`src/rtl/dbg_parser_pkg.sv`:
```
package dbg_parser_pkg;

  localparam logic [2:0] CODE_SYS_RESET = 3'd0;
  localparam logic [2:0] CODE_READ      = 3'd1;
  localparam logic [2:0] CODE_WRITE     = 3'd2;

  typedef enum logic [1:0] {
    ST_CMD   = 2'd0,
    ST_COUNT = 2'd1,
    ST_ADDR  = 2'd2,
    ST_DATA  = 2'd3
  } parseState_t;

  typedef struct packed {
    logic cmdKnown;
    logic cmdUnknown;
    logic loadCount;
    logic shiftAddr;
    logic lastAddr;
    logic emitData;
  } ctrlStrb_t;

endpackage

```
`src/rtl/dbg_parser_ctrl.sv`:
```
module dbg_parser_ctrl
  import dbg_parser_pkg::*;
#(
  parameter int CMD_W      = 3,
  parameter int ADDR_BYTES = 3
) (
  input  logic             clk,
  input  logic             rstN,
  input  logic             frameValid,
  input  logic [CMD_W-1:0] frameCmd,
  input  logic             syncSeen,
  input  logic             lastData,
  output ctrlStrb_t        strb,
  output logic             cmdMode
);

  localparam int IDX_W = (ADDR_BYTES > 1) ? $clog2(ADDR_BYTES) : 1;
  localparam logic [IDX_W-1:0] LAST_IDX = IDX_W'(ADDR_BYTES - 1);

  parseState_t state, stateNext;
  logic [IDX_W-1:0] addrIdx, addrIdxNext;
  logic accept;

  assign accept  = frameValid && !syncSeen;
  assign cmdMode = (state == ST_CMD);

  always_comb begin
    stateNext   = state;
    addrIdxNext = addrIdx;
    strb        = '0;
    if (syncSeen) begin
      stateNext   = ST_CMD;
      addrIdxNext = '0;
    end else if (accept) begin
      unique case (state)
        ST_CMD: begin
          if (frameCmd == CMD_W'(CODE_SYS_RESET)) begin
            strb.cmdKnown = 1'b1;
          end else if (frameCmd == CMD_W'(CODE_READ) || frameCmd == CMD_W'(CODE_WRITE)) begin
            strb.cmdKnown = 1'b1;
            stateNext     = ST_COUNT;
          end else begin
            strb.cmdUnknown = 1'b1;
          end
        end
        ST_COUNT: begin
          strb.loadCount = 1'b1;
          addrIdxNext    = '0;
          stateNext      = ST_ADDR;
        end
        ST_ADDR: begin
          strb.shiftAddr = 1'b1;
          if (addrIdx == LAST_IDX) begin
            strb.lastAddr = 1'b1;
            stateNext     = ST_DATA;
          end else begin
            addrIdxNext = addrIdx + 1'b1;
          end
        end
        ST_DATA: begin
          strb.emitData = 1'b1;
          if (lastData) stateNext = ST_CMD;
        end
        default: stateNext = ST_CMD;
      endcase
    end
  end

  always_ff @(posedge clk) begin
    if (!rstN) begin
      state   <= ST_CMD;
      addrIdx <= '0;
    end else begin
      state   <= stateNext;
      addrIdx <= addrIdxNext;
    end
  end

  a_r10_sync_to_cmd: assert property (@(posedge clk) disable iff (!rstN)
    syncSeen |=> cmdMode);

  a_r3_rw_leaves_cmd: assert property (@(posedge clk) disable iff (!rstN)
    (cmdMode && frameValid && !syncSeen &&
     (frameCmd == CMD_W'(CODE_READ) || frameCmd == CMD_W'(CODE_WRITE))) |=> !cmdMode);

  a_r11_strobe_needs_frame: assert property (@(posedge clk) disable iff (!rstN)
    (|strb) |-> (frameValid && !syncSeen));

  a_r8_last_data_to_cmd: assert property (@(posedge clk) disable iff (!rstN)
    (strb.emitData && lastData) |=> cmdMode);

endmodule

```
`src/rtl/dbg_parser_dpath.sv`:
```
module dbg_parser_dpath
  import dbg_parser_pkg::*;
#(
  parameter int DATA_W = 8,
  parameter int CMD_W  = 3,
  parameter int CNT_W  = 8,
  parameter int ADDR_W = 24
) (
  input  logic              clk,
  input  logic              rstN,
  input  ctrlStrb_t         strb,
  input  logic [DATA_W-1:0] frameData,
  input  logic              frameDir,
  output logic              lastData,
  output logic              cmdValid,
  output logic              cmdUnknown,
  output logic [CMD_W-1:0]  cmdCode,
  output logic              addrValid,
  output logic [ADDR_W-1:0] xferAddr,
  output logic              dataValid,
  output logic [DATA_W-1:0] dataByte,
  output logic              dataDir
);

  localparam int KEEP_W = ADDR_W - DATA_W;

  logic [CNT_W-1:0]  count;
  logic [ADDR_W-1:0] addrAcc;
  logic [ADDR_W-1:0] addrShifted;

  assign lastData    = (count <= CNT_W'(1));
  assign addrShifted = {addrAcc[KEEP_W-1:0], frameData};

  always_ff @(posedge clk) begin
    if (!rstN) begin
      count      <= '0;
      addrAcc    <= '0;
      xferAddr   <= '0;
      cmdCode    <= '0;
      cmdValid   <= 1'b0;
      cmdUnknown <= 1'b0;
      addrValid  <= 1'b0;
      dataValid  <= 1'b0;
      dataByte   <= '0;
      dataDir    <= 1'b0;
    end else begin
      cmdValid   <= strb.cmdKnown;
      cmdUnknown <= strb.cmdUnknown;
      addrValid  <= strb.lastAddr;
      dataValid  <= strb.emitData;
      if (strb.cmdKnown || strb.cmdUnknown) cmdCode <= frameData[CMD_W-1:0];
      if (strb.loadCount) count <= CNT_W'(frameData);
      if (strb.shiftAddr) addrAcc <= addrShifted;
      if (strb.lastAddr) xferAddr <= addrShifted;
      if (strb.emitData) begin
        dataByte <= frameData;
        dataDir  <= frameDir;
        xferAddr <= addrAcc;
        addrAcc  <= addrAcc + ADDR_W'(1);
        if (count != '0) count <= count - CNT_W'(1);
      end
    end
  end

  a_r11_one_strobe: assert property (@(posedge clk) disable iff (!rstN)
    $onehot0({cmdValid, cmdUnknown, addrValid, dataValid}));

  a_r6_addr_held: assert property (@(posedge clk) disable iff (!rstN)
    addrValid |-> (addrAcc == xferAddr));

  a_r7_addr_advance: assert property (@(posedge clk) disable iff (!rstN)
    dataValid |-> (addrAcc == xferAddr + ADDR_W'(1)));

  a_r8_count_down: assert property (@(posedge clk) disable iff (!rstN)
    (strb.emitData && count > CNT_W'(1)) |=> (count == $past(count) - CNT_W'(1)));

endmodule

```
`src/rtl/dbg_access_parser.sv`:
```
module dbg_access_parser
  import dbg_parser_pkg::*;
#(
  parameter int DATA_W = 8,
  parameter int CMD_W  = 3,
  parameter int CNT_W  = 8,
  parameter int ADDR_W = 24
) (
  input  logic              clk,
  input  logic              rstN,
  input  logic              frameValid,
  input  logic [DATA_W-1:0] frameData,
  input  logic              frameDir,
  input  logic              syncSeen,
  output logic              shortFrame,
  output logic              cmdValid,
  output logic              cmdUnknown,
  output logic [CMD_W-1:0]  cmdCode,
  output logic              addrValid,
  output logic [ADDR_W-1:0] xferAddr,
  output logic              dataValid,
  output logic [DATA_W-1:0] dataByte,
  output logic              dataDir
);

  localparam int ADDR_BYTES = ADDR_W / DATA_W;

  ctrlStrb_t strb;
  logic lastData;

  dbg_parser_ctrl #(
    .CMD_W(CMD_W),
    .ADDR_BYTES(ADDR_BYTES)
  ) u_ctrl (
    .clk(clk),
    .rstN(rstN),
    .frameValid(frameValid),
    .frameCmd(frameData[CMD_W-1:0]),
    .syncSeen(syncSeen),
    .lastData(lastData),
    .strb(strb),
    .cmdMode(shortFrame)
  );

  dbg_parser_dpath #(
    .DATA_W(DATA_W),
    .CMD_W(CMD_W),
    .CNT_W(CNT_W),
    .ADDR_W(ADDR_W)
  ) u_dpath (
    .clk(clk),
    .rstN(rstN),
    .strb(strb),
    .frameData(frameData),
    .frameDir(frameDir),
    .lastData(lastData),
    .cmdValid(cmdValid),
    .cmdUnknown(cmdUnknown),
    .cmdCode(cmdCode),
    .addrValid(addrValid),
    .xferAddr(xferAddr),
    .dataValid(dataValid),
    .dataByte(dataByte),
    .dataDir(dataDir)
  );

endmodule

```
`config.mk`:
```
export PLATFORM = sky130hd
export DESIGN_NAME = dbg_access_parser
export DESIGN_NICKNAME = d
export VERILOG_FILES = /design/src/rtl/dbg_parser_pkg.sv /design/src/rtl/dbg_parser_ctrl.sv /design/src/rtl/dbg_parser_dpath.sv /design/src/rtl/dbg_access_parser.sv
export SDC_FILE = /design/constraint.sdc
export NUM_CORES = 1
export LEC_CHECK = 0
export ABC_AREA = 1
export BUFFER_PORTS_ARGS = -buffer_cell sky130_fd_sc_hd__buf_2
export CORE_ASPECT_RATIO = 0.9
export CORE_MARGIN = 2
export CORE_UTILIZATION = 58
export DETAILED_ROUTE_END_ITERATION = 10
export GPL_TIMING_DRIVEN = 1
export PLACE_DENSITY = 0.8
export SKIP_LAST_GASP = 1
export SYNTH_ARGS = -nofsm -noshare
export SYNTH_HDL_FRONTEND = slang
export SYNTH_SLANG_ARGS = --single-unit
```
`constraint.sdc`:
```
create_clock -name clk -period 2 [get_ports clk]
set_clock_uncertainty 0.2 [all_clocks]
set_input_delay 0.6 -clock clk [delete_from_list [all_inputs] [get_ports clk]]
set_output_delay 0.6 -clock clk [all_outputs]
set_load 0.1 [all_outputs]
```
==> results.tsv <==
metric	value	unit
grt_first_pass_wirelength	18700	µm
power.leakage	2.26	nW
path_max_fanout	2	
antenna_found_initial	0	
n_fill_cell	535	
clock_path_buffers	2	
grt_pass1_vias	3937	
cp-end-kind	output port	
worstPathRequired	1200	ps
drtIter0Drc	404	
fmax	513	MHz
clk_pin_slew	80	ps
syn_inst	602	
routedWlPerCell	14.8	µm
core_area	6620	µm²
io_buffer_count	53	
fin_util	74.3	%
antenna_cells	0	
fin_cells	779	
worstHoldStart	u_dpath.cmdCode[0]	
initial_core_util	60.1	%
vias_per_cell	5.62	
wl	11500	µm
drive_gt1_share	19.4	%
rsz0062_at_grt	true	
reg2reg_to	u_dpath.addrAcc[22]	
clock_latency	350	ps
dieArea	7540	µm²
grt_max_degree	43	
max_stage_delay	440	ps
run_status	completed	
ir_drop	0.000407	V
fin_area	4920	µm²
maxCapViolCount	0	
cts_hold_buffers	0	
cts_tree	done	
ys_warn_count	0	
vias	4377	
holdPathEnd	u_dpath.cmdCode[0]	
worstPathCellList	buf_2	
ant_nets	0	
std_cell_rows	28	
r2r_slack	150	ps
placed_area	4600	µm²
layout_common_cells	nand2_1 (121), nor2_1 (83), o21ai_0 (78), dfxtp_1 (73), inv_1 (69)	
setup_viol	0	
first_pass_iters	5	
avgSynthCellArea	6.61	µm²
cts.sinks	76	
dieHeight	82.6	µm
ys_types	35	
root_buffer	clkbuf_8	
slowest_stage	buf_2	
dp_hpwl	7980	µm
syn_to_final_growth	23.7	%
r2r_cells	10	
reg2reg_from	u_dpath.addrAcc[1]	
min_path_type	reg -> reg	
layout_commonest_cell	nand2_1	
power_density	637	nW/µm²
fin_crit_sh	97.6	%
syn_nets	624	
crit_family	buffers and inverters	
worstSetupStartpointType	flip-flop	
htreeDepth	3	
dieWidth	91.3	µm
relSlewSlack	67.1	%
ys_ff_latch	76	
post-route-drc-count	0	
finalHoldViolCount	0	
min_period	1950	ps
grt_usage	31.6	%
slew_viol_final	0	
whs_path_depth	2	
worst_slew_pin_slew	490	ps
cts_buffers	9	
finalWeightedCongestion	0.970	
grt.overflow.total	0	
place_inst	760	
ioPinCount	54	
arrival	1150	ps
ys_seq_area_share	38.2	%
nNetsFinal	707	
critPathKind	reg -> out	
synth_area	3980	µm²
path_buf_inv	1	
-- power breakdown --
group,internal [mW],switching [mW],total [mW]
clock network,0.857,0.574,1.43
logic,0.0558,0.123,0.179
registers,1.52,0.00768,1.53
-- flip-flops by register name (all words and copies together), names as in the netlist --
register            cells
u_dpath.addrAcc        24
u_dpath.xferAddr       24
u_dpath.count           8
u_dpath.dataByte        8
u_dpath.cmdCode         3
u_ctrl.addrIdx          2
u_ctrl.state            2
u_dpath.addrValid       1
u_dpath.cmdUnknown      1
u_dpath.cmdValid        1
u_dpath.dataDir         1
u_dpath.dataValid       1
-- cell usage after synthesis --
cell | number | area [µm²]
a21boi_0 | 1 | 7.51
o22ai_1 | 4 | 25.0
o211ai_1 | 3 | 22.5
a21oi_1 | 34 | 170
nor3_1 | 2 | 10.0
nor2_1 | 87 | 327
dfxtp_1 | 76 | 1520
a31oi_1 | 10 | 62.6
nand3b_1 | 1 | 7.51
inv_1 | 71 | 267
ha_1 | 9 | 113
clkinv_1 | 1 | 3.75
o221ai_1 | 1 | 8.76
or2_2 | 2 | 12.5
buf_2 | 12 | 60.1
clkbuf_1 | 8 | 30.0
and2_1 | 1 | 6.26
buf_4 | 2 | 15.0
nor3b_1 | 1 | 7.51
o21ai_1 | 5 | 25.0
a211oi_1 | 1 | 7.51
nor2_4 | 1 | 11.3
or2_0 | 1 | 6.26
nand2_2 | 2 | 12.5
o31ai_1 | 1 | 7.51
xor2_1 | 3 | 26.3
a21boi_1 | 1 | 7.51
nand4_1 | 7 | 43.8
o21bai_1 | 1 | 7.51
xnor2_1 | 2 | 17.5
nand2_1 | 121 | 454
nor2_2 | 5 | 31.3
nand3_1 | 42 | 210
o21ai_0 | 80 | 400
buf_6 | 3 | 33.8
-- what timing repair did --
action	CTS	global route
gates resized for setup	2	17
endpoints found under the setup margin	2	25
pin swaps	0	2
setup buffers	0	4
-- how the worst max path moves through the flow --
stage	startpoint	cells past startpoint	endpoint
6_report	u_dpath.xferAddr[0]	1	xferAddr[0]
2_1_floorplan	frameValid	11	u_dpath.addrAcc[18]
5_1_grt	u_dpath.addrAcc[1]	10	u_dpath.addrAcc[22]
3_5_place_dp	syncSeen	10	u_dpath.addrAcc[15]
3_3_place_gp	syncSeen	12	u_dpath.addrAcc[22]
4_1_cts	u_ctrl.state[0]	3	shortFrame
-- kinds of logic (layout without fill, tap and decap cells) --
| logic type | after synthesis | after routing | synth area share [%] |
|---|---|---|---|
| AO/OA/AOI/OAI | 142 | 142 | 18.9 |
| XOR/XNOR | 5 | 5 | 1.10 |
| AND/OR/NAND/NOR | 273 | 273 | 28.6 |
| buffers and inverters | 97 | 184 | 10.3 |
| flip-flops | 76 | 76 | 38.2 |
| adder cells (fa/ha/maj) | 9 | 9 | 2.83 |
-- final cells by class --
class	instances	area, µm²	share of cell area [%]
sequential	76	1530	31.0
inverter	72	270	5.49
tap	90	113	2.29
clock buffer	11	141	2.87
timing repair buffer	97	677	13.8
clock inverter	4	97.6	1.98
multi-input combinational	429	2100	42.6
-- tightest hold or removal path, stage by stage (launching register included) --
cell and delay (ps):
dfxtp_1 310, nand2_1 60, a21oi_1 50
-- routing by layer --
metal	wire [µm]	track usage, %
met5	0	0
met4	181	10.9
met3	969	5.90
met2	5250	51.2
met1	5130	43.0
-- stage by stage --
step / worst slack [ps] / setup TNS, ps / hold WS [ps] / total power [mW]
3_5_place_dp: -72.0 / -337 / 251 / 1.73
6_report: 49.0 / 0 / 261 / 3.14
2_1_floorplan: 195 / 0 / 239 / 1.66
3_3_place_gp: 5.85 / 0 / 249 / 1.73
4_1_cts: 1.50 / 0 / 263 / 3.14
5_1_grt: -25.0 / -25.0 / 286 / 3.22
Power figures use the tool's default switching activity.
